## src/rtl/mesi_pkg.sv

```systemverilog
package mesi_pkg;
  typedef enum logic [1:0] {ST_I = 2'd0, ST_S = 2'd1, ST_E = 2'd2, ST_M = 2'd3} mesi_t;
  typedef enum logic [1:0] {CMD_NONE = 2'd0, CMD_RD = 2'd1, CMD_RDX = 2'd2, CMD_UPG = 2'd3} bus_cmd_t;

  function automatic mesi_t snoop_next(mesi_t cur, logic inv);
    if (inv || cur == ST_I) return ST_I;
    return ST_S;
  endfunction
endpackage

```

## src/rtl/mesi_line_slot.sv

```systemverilog
module mesi_line_slot
  import mesi_pkg::*;
(
  input  logic  clk_i,
  input  logic  rst_ni,
  input  logic  snoop_hit_i,
  input  logic  snoop_inv_i,
  input  logic  upd_en_i,
  input  mesi_t upd_state_i,
  output mesi_t state_o,
  output mesi_t post_o
);
  mesi_t state_q;

  // snoop result, visible to the local request in the same cycle
  always_comb begin
    post_o = state_q;
    if (snoop_hit_i) post_o = snoop_next(state_q, snoop_inv_i);
  end

  always_ff @(posedge clk_i or negedge rst_ni) begin
    if (!rst_ni)       state_q <= ST_I;
    else if (upd_en_i) state_q <= upd_state_i;
    else               state_q <= post_o;
  end

  assign state_o = state_q;
endmodule

```

## src/rtl/mesi_req_fsm.sv

```systemverilog
module mesi_req_fsm
  import mesi_pkg::*;
#(
  parameter int unsigned IDX_W = 2
) (
  input  logic             clk_i,
  input  logic             rst_ni,
  input  logic             req_i,
  input  logic             we_i,
  input  logic [IDX_W-1:0] idx_i,
  input  mesi_t            line_post_i,
  input  logic             bus_done_i,
  input  logic             bus_shared_i,
  output logic             ready_o,
  output logic             upd_en_o,
  output logic [IDX_W-1:0] upd_idx_o,
  output mesi_t            upd_state_o,
  output logic             bus_req_o,
  output bus_cmd_t         bus_cmd_o,
  output logic [IDX_W-1:0] bus_idx_o
);
  typedef enum logic {FSM_IDLE, FSM_WAIT} fsm_t;

  fsm_t             fsm_q, fsm_d;
  bus_cmd_t         cmd_q, cmd_d;
  logic [IDX_W-1:0] idx_q, idx_d;

  always_comb begin
    fsm_d       = fsm_q;
    cmd_d       = cmd_q;
    idx_d       = idx_q;
    ready_o     = 1'b0;
    upd_en_o    = 1'b0;
    upd_idx_o   = idx_i;
    upd_state_o = ST_M;
    unique case (fsm_q)
      FSM_IDLE: begin
        if (req_i) begin
          if (!we_i && line_post_i != ST_I) begin
            ready_o = 1'b1;
          end else if (we_i && line_post_i == ST_M) begin
            ready_o = 1'b1;
          end else if (we_i && line_post_i == ST_E) begin
            ready_o  = 1'b1;   // silent upgrade
            upd_en_o = 1'b1;
          end else begin
            fsm_d = FSM_WAIT;
            idx_d = idx_i;
            if (!we_i)                   cmd_d = CMD_RD;
            else if (line_post_i == ST_S) cmd_d = CMD_UPG;
            else                          cmd_d = CMD_RDX;
          end
        end
      end
      FSM_WAIT: begin
        if (bus_done_i) begin
          ready_o     = 1'b1;
          upd_en_o    = 1'b1;
          upd_idx_o   = idx_q;
          upd_state_o = (cmd_q == CMD_RD) ? (bus_shared_i ? ST_S : ST_E) : ST_M;
          fsm_d       = FSM_IDLE;
        end
      end
      default: fsm_d = FSM_IDLE;
    endcase
  end

  always_ff @(posedge clk_i or negedge rst_ni) begin
    if (!rst_ni) begin
      fsm_q <= FSM_IDLE;
      cmd_q <= CMD_NONE;
      idx_q <= '0;
    end else begin
      fsm_q <= fsm_d;
      cmd_q <= cmd_d;
      idx_q <= idx_d;
    end
  end

  assign bus_req_o = (fsm_q == FSM_WAIT);
  assign bus_cmd_o = (fsm_q == FSM_WAIT) ? cmd_q : CMD_NONE;
  assign bus_idx_o = idx_q;
endmodule

```

## src/rtl/mesi_line_ctrl.sv

```systemverilog
module mesi_line_ctrl
  import mesi_pkg::*;
#(
  parameter  int unsigned NUM_LINES = 4,
  localparam int unsigned IDX_W     = (NUM_LINES > 1) ? $clog2(NUM_LINES) : 1
) (
  input  logic             clk_i,
  input  logic             rst_ni,
  input  logic             cpu_req_i,
  input  logic             cpu_we_i,
  input  logic [IDX_W-1:0] cpu_idx_i,
  output logic             cpu_ready_o,
  output logic             bus_req_o,
  output logic [1:0]       bus_cmd_o,
  output logic [IDX_W-1:0] bus_idx_o,
  input  logic             bus_done_i,
  input  logic             bus_shared_i,
  input  logic             snoop_valid_i,
  input  logic             snoop_inv_i,
  input  logic [IDX_W-1:0] snoop_idx_i,
  output logic             snoop_shared_o,
  output logic             snoop_wb_o
);
  mesi_t            line_q    [NUM_LINES];
  mesi_t            line_post [NUM_LINES];
  logic             upd_en;
  logic [IDX_W-1:0] upd_idx;
  mesi_t            upd_state;
  bus_cmd_t         cmd;

  for (genvar g = 0; g < NUM_LINES; g++) begin : g_line
    mesi_line_slot u_slot (
      .clk_i       (clk_i),
      .rst_ni      (rst_ni),
      .snoop_hit_i (snoop_valid_i && snoop_idx_i == IDX_W'(g)),
      .snoop_inv_i (snoop_inv_i),
      .upd_en_i    (upd_en && upd_idx == IDX_W'(g)),
      .upd_state_i (upd_state),
      .state_o     (line_q[g]),
      .post_o      (line_post[g])
    );
  end

  mesi_req_fsm #(.IDX_W(IDX_W)) u_fsm (
    .clk_i        (clk_i),
    .rst_ni       (rst_ni),
    .req_i        (cpu_req_i),
    .we_i         (cpu_we_i),
    .idx_i        (cpu_idx_i),
    .line_post_i  (line_post[cpu_idx_i]),
    .bus_done_i   (bus_done_i),
    .bus_shared_i (bus_shared_i),
    .ready_o      (cpu_ready_o),
    .upd_en_o     (upd_en),
    .upd_idx_o    (upd_idx),
    .upd_state_o  (upd_state),
    .bus_req_o    (bus_req_o),
    .bus_cmd_o    (cmd),
    .bus_idx_o    (bus_idx_o)
  );

  assign bus_cmd_o      = cmd;
  assign snoop_shared_o = snoop_valid_i && line_q[snoop_idx_i] != ST_I;
  assign snoop_wb_o     = snoop_valid_i && line_q[snoop_idx_i] == ST_M;
endmodule

```

## config.mk

```make
export PLATFORM = sky130hd
export DESIGN_NAME = mesi_line_ctrl
export DESIGN_NICKNAME = d
export VERILOG_FILES = /design/src/rtl/mesi_pkg.sv /design/src/rtl/mesi_line_slot.sv /design/src/rtl/mesi_req_fsm.sv /design/src/rtl/mesi_line_ctrl.sv
export SDC_FILE = /design/constraint.sdc
export NUM_CORES = 1
export LEC_CHECK = 0
export CAP_MARGIN = 20
export CORE_MARGIN = 2
export CORE_UTILIZATION = 55
export CTS_BUF_LIST = sky130_fd_sc_hd__clkbuf_8
export DETAILED_ROUTE_END_ITERATION = 16
export DONT_BUFFER_PORTS = 1
export PLACE_DENSITY = 0.67
export SLEW_MARGIN = 20
export SYNTH_ARGS = -nofsm -noshare
export SYNTH_HDL_FRONTEND = slang
export SYNTH_SLANG_ARGS = --single-unit
```

## constraint.sdc

```tcl
create_clock -name clk_i -period 2.7 [get_ports clk_i]
set_input_delay 0.27 -clock clk_i [delete_from_list [all_inputs] [get_ports clk_i]]
set_output_delay 0.27 -clock clk_i [all_outputs]
set_load 0.03 [all_outputs]
```

==> metrics.md, run 1 <==
| Metric | Value |
|---|---|
| Status | finished clean |
| Final Critical Period | 2.29 ns |
| Primary FF master, synth | dfrtp_1 |
| RSZ-0062 raised after global routing | false |
| Remaining routing DRC violations | 0 |
| Non-filler instance count after layout | between 100 and 150 |
| Post-synthesis simple-gate area fraction | 0.234 |
| DP Cell Count | around 100 |
| WP data required | 2.43 ns |
| Worst min-delay path endpoint | u_fsm.bus_req_o |
| Hold Slack | 0.132 ns |
| Drt pass-1 iters | 4 |
| Sw power | 440 uW |
| Ys Warns | 0 |
| Area of the core | around 1500 sq um |
| Cell Area, Synth | approximately 900 sq um |
| Synth top area share | 0.360 |
| Routed via count | 709 |
| Fmax | 0.437 GHz |
| Critical path class | flop to output pin |
| Post-Synth XOR/XNOR Area | 0 |
| Number of global-route vias before repair | 671 |
| Cells after Synth | 84 |
| Min-delay worst type | input pin to flop |
| Worst rel slew slack | 0.573 |
| WL/cell | 18.3 microns |
| TritonCTS clock tree | yes |
| Critical path's slowest cell | mux4_2 |
| Root buffer selected by CTS | clkbuf_8 |
| Port buffer count | 0 |
| WHS Path Cells | 1 |
| Initial core utilization | 0.594 |
| P per Cell Area | 1070 nW/um^2 |
| Main combinational cell family by area after synthesis | simple AND/OR/NAND/NOR gates |
| Synth Area in Adders | 0 |
| Aggregate global routing overflow | 0 |
| Fraction of registers with async set/reset | 1.00 |
| Sw Ratio | 0.431 |
| Seq/Total Area, Yosys | 0.360 |
| #FFs+latches synth | 13 |
| Setup crit start kind | flop |
| Layout fillers | 120 |
| Initial antenna violation count | 0 |
| Final Hold Fails | 0 |
| DP HPWL | approximately 1.5 mm |
| Clk pin slew, worst setup/hold paths | about 0.05 ns |
| CP Max Fanout | 4 |
| Yosys cell types | 37 |
| Die height | ~45 microns |
| Crit Reg-Reg Endpoint | g_line[1].u_slot.state_o[0] |
| Top cells by area, synth | dfrtp_1 (36%), mux4_2 (7.5%), a21oi_1 (4.4%) |
| CP Depth | 6 |
| Io pins | 20 |
| Clock Skews | ~0.0026 ns |
| Num rows | 14 |
| Top cells by count, synth | dfrtp_1 (13), a21oi_1 (8), inv_1 (5) |
| WP buf/inv | 1 |
| Share of layout cells above drive strength 1 | 0.149 |
| Met3 GRT Util | 0.0612 |
| Sum Neg Setup Slack | 0 ns |
| Largest net degree at the start of global routing | 14 |
| Count leader, synth | dfrtp_1 |
| Later-pin clock latency in the skew report | 0.24 ns |
| Post CTS Setup Buffer Count | 0 |
| Routability cong. | 0.805 |
| Combinational share of power | 0.413 |
| GR Layer Usage met1 | 0.313 |
| Total track usage | 0.228 |
| GR Util met2 | 0.333 |
| Crit end category | output pin |
| Slew Viols, Final | 0 |
| Setup-failing EPs final | 0 |
| GR peak layer | met2 |
| Core Util, Final | 0.628 |
| First-pass GRT wire length | 3.17 mm |
| Period utilization | 0.847 |
| Vias per inst | 6.88 |
| Nets | 100 |
| Reg2reg start | g_line[1].u_slot.state_o[1] |
| CP max stage delay | around 0.53 ns |
| CTS H-tree depth | 1 |
| FF-to-FF setup slack | 0.63 ns |
| HP Start | bus_done_i |
| Syn_nets | 96 |
| Chip width | 44.6 microns |
| Clock power share | 0.163 |
| Largest delay share family, worst path | multiplexers |
| DRT antenna net count | 0 |
| Clock Path Buffers | 2 |
| Peak supply drop | ~0.53 mV |
| Worst-margin pin slew | 0.632 ns |
| Number of diodes | 0 |
| Post-synthesis compound-gate area fraction | 0.167 |
| Register-to-Register Path Depth | 6 |
| Synth-to-Final Area Change | 5.81% |
| Leakage | 0.440 nW |
| Flop pwr share | 0.425 |
| Syn Area/Cell | between 10 and 15 sq um |
| CTS buffer count | 3 |
| CP cell instances | and4b_1 -> o22a_1 -> mux4_2 -> a21boi_2 -> o21ai_0 -> buf_4 |
| Full die area | 1990 sq um |
| Post-Route WL | about 1.9 mm |
| CP arrival | 2.02 ns |
| Number of flops mapped to enable cells by yosys | 0 |
| Post-synthesis mux area share | 0.185 |
| Post-synth top area cell | dfrtp_1 |
| CTS Sinks | 13 |
| Initial DRC count | 20 |
| P_int | 581 uW |
| MaxCap Viol Count | 0 |
-- cells by family after synthesis --
family,Yosys count
mux,11
simple gates,31
flops,13
compound gates,21
buf+inv,8
-- repair_timing --
item / 4_1_cts / 5_1_grt
resized for setup: 0 / 0
endpoints found under the hold margin: 13 / 0
hold buffers: 1 / 0
-- registers in the layout, summed over array words and instances (netlist names) --
signal                 flops
u_fsm.bus_req_o            1
g_line.u_slot.state_o      8
u_fsm.bus_idx_o            2
u_fsm.cmd_q                2
-- layer usage --
metal / wire length, microns / up-vias
met5: 0 / -
met4: 24 / 0
met3: 130 / 2
met2: 843 / 34
met1: 887 / 344
li1: - / 329
-- area by class of cell --
class                      count  area (sq um)  share of cell area
timing repair buffer           2          17.5              0.0183
multi-input combinational     63           531               0.554
tap                           16          20.0              0.0209
inverter                       5          18.8              0.0196
clock inverter                 1          3.75             0.00392
sequential                    13           325               0.340
clock buffer                   3          41.3              0.0431
-- per-stage QoR --
stage	setup WS, ns	instance area (sq um)	total power [mW]
6_report	0.413	957	1.02
2_1_floorplan	0.332	905	0.762
3_3_place_gp	0.677	902	0.844
3_5_place_dp	0.649	902	0.848
5_1_grt	0.288	957	1.09
4_1_cts	0.403	957	1.02
-- power groups by stage --
stage,Clock (mW),Combinational (mW),Sequential (mW)
6_report,0.166,0.421,0.434
5_1_grt,0.178,0.464,0.447
4_1_cts,0.173,0.422,0.429
3_5_place_dp,0,0.416,0.432
3_3_place_gp,0,0.413,0.431
2_1_floorplan,0,0.365,0.397
-- placed cells by master, fill, tap and decap left out, drive strengths merged, types with 3 or more instances in the layout --
master	n
dfrtp	13
a21oi	8
inv	6
nand2	5
mux2i	4
mux4	4
nor2	3
clkbuf	3
mux2	3
-- how the worst max path moves through the flow --
stage	from	endpoint	slack [ns]
finish	g_line[1].u_slot.state_o[1]	cpu_ready_o	0.41
global route	g_line[0].u_slot.state_o[1]	cpu_ready_o	0.29
CTS	g_line[1].u_slot.state_o[1]	cpu_ready_o	0.40
detailed placement	g_line[1].u_slot.state_o[1]	u_fsm.bus_idx_o[0]	0.65
global placement	g_line[1].u_slot.state_o[1]	g_line[1].u_slot.state_o[0]	0.68
floorplan	snoop_valid_i	cpu_ready_o	0.33
(Power assumes the default switching activity.)
==> inputs of run 2 (changes only) <==
- clock period: 2.7 -> 2.3 ns (I/O delays scaled with it)
==> metrics.md, run 2 (same netlist as run 1, synthesis figures left out) <==
| Metric | Value |
|---|---|
| Status | finished clean |
| CTS Sinks | 13 (unchanged) |
| Register-to-Register Path Depth | 7 (+1) |
| Die height | 44.6 microns (unchanged) |
| Worst rel slew slack | 0.589 (+0.0163) |
| Nets | 103 (+3.0%) |
| Final Power | 1.23 mW (+21%) |
| Full die area | 1990 sq um (unchanged) |
| Sw Ratio | 0.420 (-0.0111) |
| Port buffer count | 0 (unchanged) |
| Aggregate global routing overflow | 0 (unchanged) |
| Clock power share | 0.162 (about the same) |
| FF+latch area | 325 sq um (unchanged) |
| Most frequent cells in the layout | dfrtp_1 (13), a21oi_1 (8), inv_1 (6) |
| Non-filler instance count after layout | 106 (+2.9%) |
| Synth-to-Final Area Change | 8.30% |
| Area of the multi-input gates | 531 sq um (unchanged) |
| Number of global-route vias before repair | 698 (+4.0%) |
| P per Cell Area | 1260 nW/um^2 (+18%) |
| Sw power | 518 uW (+18%) |
| Fmax | 0.447 GHz |
| Min-delay worst type | input pin to flop |
| Clock Path Buffers | 2 (unchanged) |
| CP cell instances | and4b_1 -> o22a_1 -> mux4_2 -> a21boi_2 -> o21ai_1 -> buf_4 |
| Number of diodes | 0 (unchanged) |
| Worst-margin pin slew | 0.608 ns (-0.0241 ns) |
| Vias per inst | 6.72 (-2.4%) |
| Area of the core | 1520 sq um (unchanged) |
| MaxCap Viol Count | 0 (unchanged) |
| WP data required | 2.07 ns (-0.36 ns) |
| Post-Route WL | 1.84 mm (-2.6%) |
| CP arrival | 2.00 ns (-0.02 ns) |
| Crit end category | output pin |
| Layout fillers | 126 (+5.0%) |
| Clock Skews | 0.00198 ns (-0.000658 ns) |
| P_int | 716 uW (+23%) |
| Max FFs per register | 8 (unchanged) |
| Critical path class | flop to output pin |
| DP Cell Count | 99 (+1.0%) |
| Remaining routing DRC violations | 0 (unchanged) |
| Drt pass-1 iters | 4 (unchanged) |
| Initial core utilization | 0.594 (unchanged) |
| DP HPWL | 1.45 mm (-1.1%) |
| Setup-failing EPs final | 0 (unchanged) |
| DRT antenna net count | 0 (unchanged) |
| Total track usage | 0.226 (-0.00190) |
| Chip width | 44.6 microns (unchanged) |
| Setup crit start kind | flop |
| TritonCTS clock tree | yes |
| CTS buffer count | 3 (unchanged) |
| Final Critical Period | 2.23 ns |
| Io pins | 20 (unchanged) |
| Num rows | 14 (unchanged) |
| Routed via count | 712 (+0.42%) |
| CTS H-tree depth | 1 (unchanged) |
| Later-pin clock latency in the skew report | 0.25 ns (about the same) |
| Initial DRC count | 37 (+85%) |
| Pre-CTS setup slack | 0.257 ns (-0.392 ns) |
| Largest net degree at the start of global routing | 14 (unchanged) |
| Root buffer selected by CTS | clkbuf_8 |
| Share of layout cells above drive strength 1 | 0.178 (+0.0284) |
| Combinational share of power | 0.455 (+0.042) |
| Reg2reg start | g_line[1].u_slot.state_o[1] |
| Slew Viols, Final | 0 (unchanged) |
| Period utilization | 0.972 |
| Commonest non-fill, non-tap cell in the layout | dfrtp_1 |
| First-pass GRT wire length | 3.11 mm (-2.0%) |
| CP max stage delay | 0.52 ns (about the same) |
| Final Hold Fails | 0 (unchanged) |
| Worst Setup SP | g_line[1].u_slot.state_o[1] |
| CP Max Fanout | 4 (unchanged) |
| Crit path to | cpu_ready_o |
| Initial antenna violation count | 0 (unchanged) |
| Leakage | 0.454 nW (+3.3%) |
| Peak supply drop | 0.709 mV (+34%) |
| FF-to-FF setup slack | 0.17 ns (-0.46 ns) |
| Critical path's slowest cell | mux4_2 |
| Core Util, Final | 0.643 (+0.0148) |
| WL/cell | 17.3 microns (-5.4%) |
| Flop pwr share | 0.384 (-0.041) |
| Clk pin slew, worst setup/hold paths | 0.05 ns (about the same) |
| Routability cong. | 0.810 (+0.63%) |
| Crit Reg-Reg Endpoint | g_line[2].u_slot.state_o[0] |
| Final worst-path setup slack | 0.0650 ns (-0.348 ns) |
## run 2: cell types whose count changed in the layout (fill, tap and decap cells not counted), sizes merged
cell / before / now
buf: 1 / 4
## run 2: repair_timing
item / CTS / global route
resized for setup: 0 / 1
hold endpoints to repair: 13 / 0
endpoints found under the setup margin: 0 / 1
hold buffers: 1 / 0
buffers inserted: 0 / 2
## run 2: area by class of cell
| class | instances | share of cell area |
|---|---|---|
| clock inverters | 1 | 0.00383 |
| well taps | 16 | 0.0204 |
| multi-input cells | 63 | 0.542 |
| inverters | 5 | 0.0192 |
| repair buffers | 5 | 0.0409 |
| flip-flops and latches | 13 | 0.332 |
| clock buffers | 3 | 0.0421 |
## run 2: routing by layer
layer / GRT usage / vias up / routed length, microns
li1: - / 335 / -
met3: 0.0612 / 3 / 129
met1: 0.306 / 350 / 810
met5: 0 / - / 0
met2: 0.325 / 24 / 875
met4: 0.127 / 0 / 22
## run 2: critical path: cells and delay by family (launching register included)
kind                   cells  cell delay [ns]
AND/OR/NAND/NOR            1             0.18
buffers and inverters      1             0.18
multiplexers               1             0.52
flip-flops                 1             0.40
AO/OA/AOI/OAI              3             0.48
## run 2: power by group through the flow
| stage | combinational, mW | clock (mW) | sequential (mW) |
|---|---|---|---|
| floorplan | 0.429 | 0 | 0.466 |
| global placement | 0.529 | 0 | 0.474 |
| detailed placement | 0.527 | 0 | 0.475 |
| CTS | 0.537 | 0.204 | 0.472 |
| global route | 0.612 | 0.218 | 0.490 |
| finish | 0.561 | 0.199 | 0.473 |
## run 2: worst min path at each step
stage	from	cells past startpoint	slack, ns	to
6_report	bus_done_i	1	0.08	u_fsm.bus_req_o
4_1_cts	bus_done_i	1	0.08	u_fsm.bus_req_o
5_1_grt	bus_done_i	1	0.09	u_fsm.bus_req_o
3_3_place_gp	rst_ni	0	-0.07	g_line[0].u_slot.state_o[0]
3_5_place_dp	rst_ni	0	-0.07	g_line[1].u_slot.state_o[0]
2_1_floorplan	rst_ni	0	-0.07	g_line[0].u_slot.state_o[0]
## run 2: stage by stage
step	setup TNS, ns	instance area, sq um	hold slack, ns
floorplan	0	905	-0.0656
global placement	0	910	-0.0652
detailed placement	0	910	-0.0652
CTS	0	965	0.0789
global route	-0.000808	980	0.0881
finish	0	980	0.0839
==> inputs of run 3 (changes only) <==
- ABC_CLOCK_PERIOD_IN_PS: not set -> 2300
- REMOVE_ABC_BUFFERS: not set -> 1
==> metrics.md, run 3 (same netlist as run 1, synthesis figures left out) <==
| Metric | Value |
|---|---|
| Final Critical Period | 2.21 ns (-0.0244 ns) |
| Sum Neg Setup Slack | 0 ns (unchanged) |
| MaxCap Viol Count | 0 (unchanged) |
| Period utilization | 0.961 (-0.0106) |
| Full die area | 1990 sq um (unchanged) |
| Max FFs per register | 8 (unchanged) |
| Num rows | 14 (unchanged) |
| Worst rel slew slack | 0.594 (+0.00446) |
| Aggregate global routing overflow | 0 (unchanged) |
| Root buffer selected by CTS | clkbuf_8 |
| Initial antenna violation count | 0 (unchanged) |
| CP Max Fanout | 4 (unchanged) |
| WP data required | 2.07 ns (about the same) |
| Crit end category | output pin |
| Leakage | 0.457 nW (+0.70%) |
| Met3 GRT Util | 0.0694 (+0.00816) |
| Vias per inst | 6.82 (+1.5%) |
| Initial DRC count | 11 (-70%) |
| FF+latch area | 325 sq um (unchanged) |
| Setup-failing EPs final | 0 (unchanged) |
| Nets | 102 (-0.97%) |
| GR Layer Usage met1 | 0.319 (+0.0120) |
| CP cell instances | and4b_1 -> o22a_1 -> mux4_2 -> a21boi_4 -> o21ai_0 -> buf_4 |
| Fin area | 980 sq um (unchanged) |
| DRT antenna net count | 0 (unchanged) |
| CP max stage delay | 0.53 ns (about the same) |
| Core Util, Final | 0.643 (unchanged) |
| P_int | 713 uW (-0.46%) |
| First-pass GRT wire length | 3.13 mm (+0.45%) |
| Setup crit start kind | flop |
| GR Util met2 | 0.313 (-0.0116) |
| Area of the multi-input gates | 538 sq um (+1.4%) |
| Die height | 44.6 microns (unchanged) |
| CTS H-tree depth | 1 (unchanged) |
| Port buffer count | 0 (unchanged) |
| Chip width | 44.6 microns (unchanged) |
| Sw Ratio | 0.427 (+0.00752) |
| Total track usage | 0.223 (-0.00302) |
| GR peak layer | met1 |
| DP HPWL | 1.49 mm (+2.9%) |
| CP arrival | 1.98 ns (-0.02 ns) |
| Final Power | 1.24 mW (+0.84%) |
| Drt pass-1 iters | 4 (unchanged) |
| Status | finished clean |
| Worst-margin pin slew | 0.601 ns (-0.00660 ns) |
| Synth-to-Final Area Change | 8.30% (unchanged) |
| Largest net degree at the start of global routing | 14 (unchanged) |
| RSZ-0062 raised after global routing | false |
| Later-pin clock latency in the skew report | 0.25 ns (about the same) |
| Final Hold Fails | 0 (unchanged) |
| Min-delay worst type | input pin to flop |
| Share of layout cells above drive strength 1 | 0.169 (-0.00924) |
| Critical path class | flop to output pin |
| Most frequent cells in the layout | dfrtp_1 (13), a21oi_1 (8), inv_1 (6), nand2_1 (4), mux2i_1 (4) |
| Layout fillers | 125 (-0.79%) |
| Sw power | 531 uW (+2.7%) |
| Number of global-route vias before repair | 667 (-4.4%) |
| Clk pin slew, worst setup/hold paths | 0.06 ns (about the same) |
| Flop pwr share | 0.378 (-0.006) |
| Clock Path Buffers | 2 (unchanged) |
| Routability cong. | 0.791 (-2.4%) |
| Fmax | 0.452 GHz (+1.1%) |
| Remaining routing DRC violations | 0 (unchanged) |
| CTS Sinks | 13 (unchanged) |
| Commonest non-fill, non-tap cell in the layout | dfrtp_1 |
| CTS buffer count | 3 (unchanged) |
| Clock Skews | 0.00391 ns (+0.00193 ns) |
| Area of the core | 1520 sq um (unchanged) |
| Area post-placement | 910 sq um (unchanged) |
| Number of diodes | 0 (unchanged) |
| Routed via count | 716 (+0.56%) |
| Combinational share of power | 0.460 (+0.005) |
| Io pins | 20 (unchanged) |
| Initial core utilization | 0.594 (unchanged) |
| Post-Route WL | 1.94 mm (+5.8%) |
| P per Cell Area | 1270 nW/um^2 (+0.84%) |
| WL/cell | 18.5 microns (+6.8%) |
| Peak supply drop | 0.786 mV (+11%) |
| Critical path's slowest cell | mux4_2 |
| TritonCTS clock tree | yes |
| Clock power share | 0.162 (about the same) |
| Slew Viols, Final | 0 (unchanged) |
-- run 3: layer usage --
metal / wire length [microns] / vias up / share of wire
met5: 0 / - / 0
met4: 37 / 0 / 0.019
met3: 150 / 4 / 0.077
met2: 869 / 27 / 0.45
met1: 886 / 357 / 0.46
li1: - / 328 / -
-- run 3: area by class of cell --
cell class              instances  area share
clock buffers                   3      0.0421
well taps                      16      0.0204
flip-flops and latches         13       0.332
multi-input cells              63       0.549
clock inverters                 1     0.00383
repair buffers                  4      0.0332
inverters                       5      0.0192
-- run 3: timing repair --
item,in CTS,in global routing
setup endpoints to repair,0,1
setup buffers,0,1
hold buffers,1,0
gates resized for setup,0,1
endpoints found under the hold margin,13,0
-- run 3: worst paths after layout --
path                                        startpoint  cells past startpoint  slack (ns)                     endpoint
min reg2reg                             u_fsm.cmd_q[1]                      1        0.56               u_fsm.cmd_q[1]
min in group asynchronous                       rst_ni                      1        0.43  g_line[2].u_slot.state_o[0]
max in group asynchronous                       rst_ni                      1        1.48  g_line[2].u_slot.state_o[1]
min                                         bus_done_i                      1        0.08              u_fsm.bus_req_o
max reg2reg                g_line[1].u_slot.state_o[1]                      7        0.14  g_line[2].u_slot.state_o[0]
max                        g_line[1].u_slot.state_o[1]                      6        0.09                  cpu_ready_o
-- run 3: power by group through the flow --
stage	Sequential, mW	Combinational, mW	Clock, mW
4_1_cts	0.470	0.548	0.202
2_1_floorplan	0.466	0.419	0
6_report	0.470	0.572	0.201
3_5_place_dp	0.474	0.538	0
5_1_grt	0.489	0.619	0.211
3_3_place_gp	0.472	0.531	0
-- run 3: through the flow --
step,hold WS [ns],instances,worst slack [ns]
6_report,0.0789,105,0.0895
5_1_grt,0.0848,105,0.0200
4_1_cts,0.0755,104,0.0372
3_5_place_dp,-0.0652,99,0.246
3_3_place_gp,-0.0652,99,0.271
2_1_floorplan,-0.0656,81,0.170
-- run 3: critical path: cells and delay by family, from the launching register on --
kind,cells,cell delay (ns)
DFF,1,0.39
and+or+nand+nor,1,0.18
AOI/OAI and AO/OA,3,0.46
muxes,1,0.53
buffers and inverters,1,0.18
